$ cat config.mk
export PLATFORM = sky130hd
export DESIGN_NAME = ifg_sched
export DESIGN_NICKNAME = d
export VERILOG_FILES = /design/src/rtl/ifg_pkg.sv /design/src/rtl/ifg_gap_calc.sv /design/src/rtl/ifg_gap_counter.sv /design/src/rtl/ifg_sched.sv
export SDC_FILE = /design/constraint.sdc
export NUM_CORES = 1
export LEC_CHECK = 0
export CAP_MARGIN = 25
export CORE_UTILIZATION = 45
export CTS_CLUSTER_DIAMETER = 100
export CTS_CLUSTER_SIZE = 12
export DETAILED_ROUTE_END_ITERATION = 6
export PLACE_DENSITY = 0.66
export SLEW_MARGIN = 20
export SYNTH_ARGS = -nofsm -noshare
export SYNTH_HDL_FRONTEND = slang
export SYNTH_SLANG_ARGS = --single-unit
export TNS_END_PERCENT = 1
$ cat constraint.sdc
create_clock -name clk -period 18.77 [get_ports clk]
set_clock_uncertainty 0.05 [all_clocks]
set_input_delay 1.877 -clock clk [delete_from_list [all_inputs] [get_ports clk]]
set_output_delay 1.877 -clock clk [all_outputs]
set_load 0.01 [all_outputs]
$ cat src/rtl/ifg_pkg.sv
package ifg_pkg;
    localparam int LANES = 8;
    localparam int HALF  = LANES / 2;

    typedef enum logic [1:0] {
        ST_OPEN  = 2'd0,
        ST_FRAME = 2'd1,
        ST_GAP   = 2'd2
    } ifg_state_e;
endpackage

$ cat src/rtl/ifg_gap_calc.sv
module ifg_gap_calc #(
    parameter int GAP_W   = 16,
    parameter int MIN_IFG = 12,
    parameter int CW      = GAP_W + 3
) (
    input  logic [GAP_W-1:0] base,
    input  logic [GAP_W-1:0] delta,
    input  logic             cov_use,
    input  logic             cov_bit,
    input  logic [1:0]       credit,
    output logic [CW-1:0]    need_r,
    output logic [1:0]       credit_nxt
);
    localparam logic signed [CW-1:0] MIN_S = CW'(MIN_IFG);

    logic signed [CW-1:0] b_s, d_s, raw, clamped, need, rounded;

    always_comb begin
        b_s = signed'({3'b000, base});
        d_s = signed'({3'b000, delta});
        if (cov_use)
            raw = cov_bit ? (b_s + d_s) : (b_s - d_s);
        else
            raw = b_s;
        clamped    = (raw < MIN_S) ? MIN_S : raw;
        need       = clamped - signed'({{(CW-2){1'b0}}, credit});
        rounded    = (need + CW'(3)) & ~CW'(3);
        need_r     = rounded;
        credit_nxt = rounded[1:0] - need[1:0];
    end
endmodule

$ cat src/rtl/ifg_gap_counter.sv
module ifg_gap_counter #(
    parameter int CW      = 19,
    parameter int MIN_IFG = 12,
    parameter int FULL    = 8,
    parameter int HALF    = 4
) (
    input  logic          clk,
    input  logic          rst_n,
    input  logic          load,
    input  logic [CW-1:0] load_val,
    input  logic          dec,
    output logic          at_half,
    output logic          at_last
);
    logic [CW-1:0] rem;

    always_ff @(posedge clk) begin
        if (!rst_n)
            rem <= '0;
        else if (load)
            rem <= load_val;
        else if (dec)
            rem <= (rem > CW'(FULL)) ? rem - CW'(FULL) : '0;
    end

    assign at_half = (rem == CW'(HALF));
    assign at_last = (rem == CW'(FULL));

    // loaded count is half-block aligned and never below minimum less credit
    p_load_aligned_r5: assert property (@(posedge clk) disable iff (!rst_n)
        load |=> (rem[1:0] == 2'b00) && (rem >= CW'(MIN_IFG - 3)));

    // load and count-down never coincide
    p_load_dec_excl_r4: assert property (@(posedge clk) disable iff (!rst_n)
        !(load && dec));

    // every count-down step shrinks the remainder
    p_dec_shrinks_r4: assert property (@(posedge clk) disable iff (!rst_n)
        (dec && rem != '0) |=> rem < $past(rem));
endmodule

$ cat src/rtl/ifg_sched.sv
module ifg_sched
    import ifg_pkg::*;
#(
    parameter int GAP_W   = 16,
    parameter int MIN_IFG = 12
) (
    input  logic             clk,
    input  logic             rst_n,
    input  logic [GAP_W-1:0] cfg_base,
    input  logic [GAP_W-1:0] cfg_delta,
    input  logic             cfg_cov_en,
    input  logic             frm_rdy,
    input  logic             frm_end,
    input  logic             cov_valid,
    input  logic             cov_bit,
    output logic             cov_rdy,
    output logic             sel_frame,
    output logic             sof,
    output logic             sof_hi,
    output logic [3:0]       idle_cnt
);
    localparam int CW = GAP_W + 3;

    ifg_state_e    state_q, state_d;
    logic [1:0]    credit_q, credit_nxt;
    logic [CW-1:0] need_r;
    logic          load, dec, at_half, at_last, end_evt;

    ifg_gap_calc #(.GAP_W(GAP_W), .MIN_IFG(MIN_IFG), .CW(CW)) u_calc (
        .base       (cfg_base),
        .delta      (cfg_delta),
        .cov_use    (cfg_cov_en && cov_valid),
        .cov_bit    (cov_bit),
        .credit     (credit_q),
        .need_r     (need_r),
        .credit_nxt (credit_nxt)
    );

    ifg_gap_counter #(.CW(CW), .MIN_IFG(MIN_IFG), .FULL(LANES), .HALF(HALF)) u_cnt (
        .clk      (clk),
        .rst_n    (rst_n),
        .load     (load),
        .load_val (need_r),
        .dec      (dec),
        .at_half  (at_half),
        .at_last  (at_last)
    );

    always_ff @(posedge clk) begin
        if (!rst_n) begin
            state_q  <= ST_OPEN;
            credit_q <= 2'b00;
        end else begin
            state_q <= state_d;
            if (load)
                credit_q <= credit_nxt;
        end
    end

    always_comb begin
        state_d   = state_q;
        sel_frame = 1'b0;
        sof       = 1'b0;
        sof_hi    = 1'b0;
        idle_cnt  = 4'(LANES);
        dec       = 1'b0;
        unique case (state_q)
            ST_OPEN: begin
                if (frm_rdy) begin
                    sel_frame = 1'b1;
                    sof       = 1'b1;
                    idle_cnt  = 4'd0;
                    state_d   = ST_FRAME;
                end
            end
            ST_FRAME: begin
                sel_frame = 1'b1;
                idle_cnt  = 4'd0;
            end
            ST_GAP: begin
                if (at_half) begin
                    if (frm_rdy) begin
                        sel_frame = 1'b1;
                        sof       = 1'b1;
                        sof_hi    = 1'b1;
                        idle_cnt  = 4'(HALF);
                        state_d   = ST_FRAME;
                    end else begin
                        dec     = 1'b1;
                        state_d = ST_OPEN;
                    end
                end else begin
                    dec = 1'b1;
                    if (at_last)
                        state_d = ST_OPEN;
                end
            end
            default: state_d = ST_OPEN;
        endcase
        end_evt = sel_frame && frm_end;
        load    = end_evt;
        if (end_evt)
            state_d = ST_GAP;
        cov_rdy = cfg_cov_en && end_evt;
    end

    // an upper-half start carries exactly four idles
    p_half_start_r4: assert property (@(posedge clk) disable iff (!rst_n)
        sof_hi |-> (sof && sel_frame && idle_cnt == 4'(HALF)));

    // a non-frame block is fully idle
    p_idle_block_r4: assert property (@(posedge clk) disable iff (!rst_n)
        !sel_frame |-> (idle_cnt == 4'(LANES)));

    // a frame is not interrupted before its end marker
    p_frame_hold_r3: assert property (@(posedge clk) disable iff (!rst_n)
        (sel_frame && !frm_end) |=> sel_frame);

    // the block after a frame end is never frame data
    p_gap_follows_r3: assert property (@(posedge clk) disable iff (!rst_n)
        (sel_frame && frm_end) |=> !sel_frame);

    // hidden bit taken only in a frame-end block
    p_cov_take_r6: assert property (@(posedge clk) disable iff (!rst_n)
        cov_rdy |-> (sel_frame && frm_end));

    // mode off never takes a bit
    p_cov_off_r11: assert property (@(posedge clk) disable iff (!rst_n)
        !cfg_cov_en |-> !cov_rdy);
endmodule

==> qor.csv <==
stage,metric,value,unit
clocking,clkSinkCount,23,
detailed_routing,post_drt_wl_per_cell,15.8,um
die,fp.dieH,99.7,um
final_layout,diodes,0,
timing,fin_setup_tns,0,ns
critical_path,end_kind,register,
die,die_w,99.7,um
critical_path,timing.rr.end,u_cnt.rem[14],
timing,post-route-min-period,9.23,ns
critical_path,r2r_start,credit_q[1],
global_route,grt_pass1_vias,4344,
logic_synthesis,synth_edf_count,0,
place,gp_congestion,0.911,
final_layout,multi_input_area,3550,um^2
final_layout,regArea,460,um^2
critical_path,critPathKind,in -> reg,
timing,max_slew_margin,0.503,
global_route,grt_usage,0.251,
logic_synthesis,yosys-top-cells-area,"ha_1, dfxtp_1, nand2_1",
critical_path,start_kind,input port,
final_layout,areaGrowthSynthToFinish,12.6,%
place,port_buffers,44,
critical_path,cp_max_fo,17,
logic_synthesis,syn_area,4300,um^2
logic_synthesis,ys_seq_area_frac,0.107,
critical_path,reg2reg_depth,12,
clocking,cts.reportedPaths.clkPinSlew,0.08,ns
logic_synthesis,yosysWarnings,0,
logic_synthesis,ys_top_cells_by_count,"nand2_1, nor2_1, o21ai_0",
clocking,root_buffer,clkbuf_8,
clocking,cts_tree,done,
critical_path,crit_start,cfg_base[0],
timing,finalSetupViolCount,0,
logic_synthesis,postSynth.asyncResetShare,0,
die,dieArea,9940,um^2
clocking,cts-htree-levels,1,
power_and_ir_drop,p_leak,1.97,nW
timing,rsz0062_at_grt,false,
final_layout,fillCellCount,963,
critical_path,crit_arrival,9.34,ns
timing,max_freq,0.108,GHz
power_and_ir_drop,power,0.264,mW
timing,drv_slew,0,
die,core_area,9240,um^2
detailed_routing,ant_nets,0,
min_path,hold_path_depth,2,
detailed_routing,drt-total-wl,12200,um
logic_synthesis,yosysTopAreaCellShare,0.108,
global_route,grt-ovfl-total,0,
place,place_hpwl,9870,um
die,fp-row-count,35,
global_route,grt_pass1_wl,20800,um
global_route,antenna_found_initial,0,
detailed_routing,vias_per_cell,6.16,
global_route,grt_max_degree,41,
min_path,hp-start,u_cnt.rem[0],
logic_synthesis,synth_most_common_cell,nand2_1,
power_and_ir_drop,power_density,54.6,nW/um^2
timing,hold_violations,0,
flow_run,maxCapViolCount,0,
logic_synthesis,synth_cell_type_count,83,
final_layout,layout-drive-gt1-share,0.0499,
min_path,min_to,u_cnt.rem[0],
clocking,insertion_delay,0.26,ns
detailed_routing,drtPass1Iterations,5,
detailed_routing,vias,4741,
final_layout,nets,721,
timing,worst_pin_slew,0.742,ns
logic_synthesis,syn_inst,618,
clocking,cts_hold_buf,0,
timing,post-route-period-util,0.492,
clocking,cts_resized,0,
clocking,clock_path_buffers,2,
detailed_routing,dr.first_iter.drc_count,388,
power_and_ir_drop,peakVddDrop,0.0280,mV
detailed_routing,remaining_drc_errors,0,
die,io_pins,47,
logic_synthesis,ys_seq_elements,23,
status,status,"complete, no violations",
logic_synthesis,syn_area_per_cell,6.95,um^2
critical_path,crit_required,18.88,ns
logic_synthesis,yosysTopAreaCell,ha_1,
critical_path,rrSetupSlack,15.19,ns
min_path,holdCritPathClass,reg -> reg,
clocking,cts_setup_buffers,0,
logic_synthesis,synthFlopType,dfxtp_1,
die,start_util,0.465,
clocking,numCtsBuffers,3,
==> critical path, stage by stage <==
cell and delay (ns):
clkdlybuf4s50_1 0.50, ha_1 0.18, inv_1 0.06, fa_1 0.39, o21bai_1 0.19, nand3b_1 0.21
a2111oi_1 0.61, nor4b_1 0.13, a211oi_1 0.28, xor2_1 0.16, o21ai_0 0.18, or3_1 0.48
nor4_1 0.31, ha_1 0.50, inv_1 0.28, nand2_1 0.11, ha_1 0.18, inv_1 0.05
a21oi_1 0.11, nand2_1 0.11, nor4b_1 0.62, nand3_1 0.18, xor2_1 0.26, nand4bb_1 0.25
nor4_1 0.57, nand3_1 0.14, a211o_1 0.32, o211a_1 0.12
==> final cells by class <==
type                            instances  share of cell area
Clock buffer                            4             0.00932
Inverter                               40              0.0311
Sequential cell                        23              0.0952
Timing Repair Buffer                   48              0.0973
Multi-Input combinational cell        526               0.734
Tap cell                              129              0.0334
==> power by group <==
part           total, mW  leakage [nW]  switching [mW]  internal [mW]
Clock             0.0305        0.0228          0.0154         0.0151
Combinational      0.171          1.76           0.103         0.0682
Sequential        0.0628         0.188         0.00743         0.0554
==> through the flow <==
step           cell area [um^2]  hold WS (ns)  setup slack (ns)  utilization  cells
6_report                   4830         0.384              9.54        0.523    770
5_1_grt                    4830         0.423              8.74        0.523    770
4_1_cts                    4830         0.389              9.57        0.523    770
3_5_place_dp               4790         0.376              9.32        0.518    766
3_3_place_gp               4790         0.370              9.49        0.518    766
2_1_floorplan              4300         0.358             10.70            -    619
==> sequential cells by signal, summed over array words and instances (netlist names) <==
| register | flops |
|---|---|
| state_q | 2 |
| credit_q | 2 |
| u_cnt.rem | 19 |
==> cells in the final DEF (no fill, tap or decap), drive strengths merged, types with 11 or more instances in the layout <==
cell,n
a21oi,38
and3,17
clkdlybuf4s50,44
dfxtp,23
ha,37
inv,40
nand2,65
nand3,14
nor2,54
nor2b,18
nor3,28
nor4,17
o21ai,44
o31ai,11
xnor2,15
xor2,14
==> routing by layer <==
metal	wire [um]	global-route usage	up-vias
met1	5790	0.355	2265
met5	0	0	-
met4	150	0.0520	0
met2	5620	0.415	141
met3	622	0.0190	14
li1	-	-	2321
==> kinds of logic (layout without fill, tap and decap cells) <==
family / after synthesis / in the layout / share of synthesized area
multiplexers: 6 / 6 / 0.0149
flip-flops: 23 / 23 / 0.107
AND/OR/NAND/NOR: 269 / 269 / 0.329
buffers and inverters: 70 / 92 / 0.0679
XOR/XNOR: 29 / 29 / 0.0591
other: 1 / 2 / 0.000873
AO/OA/AOI/OAI: 180 / 180 / 0.299
adder cells (fa/ha/maj): 40 / 40 / 0.122
==> worst max-delay path by stage <==
stage | to | slack, ns | cells past startpoint
3_5_place_dp | u_cnt.rem[14] | 9.32 | 28
6_report | u_cnt.rem[14] | 9.54 | 28
5_1_grt | u_cnt.rem[15] | 8.74 | 27
4_1_cts | u_cnt.rem[14] | 9.57 | 28
3_3_place_gp | u_cnt.rem[14] | 9.49 | 28
2_1_floorplan | u_cnt.rem[14] | 10.70 | 27
Note: power is estimated with default switching activity, not from simulation.
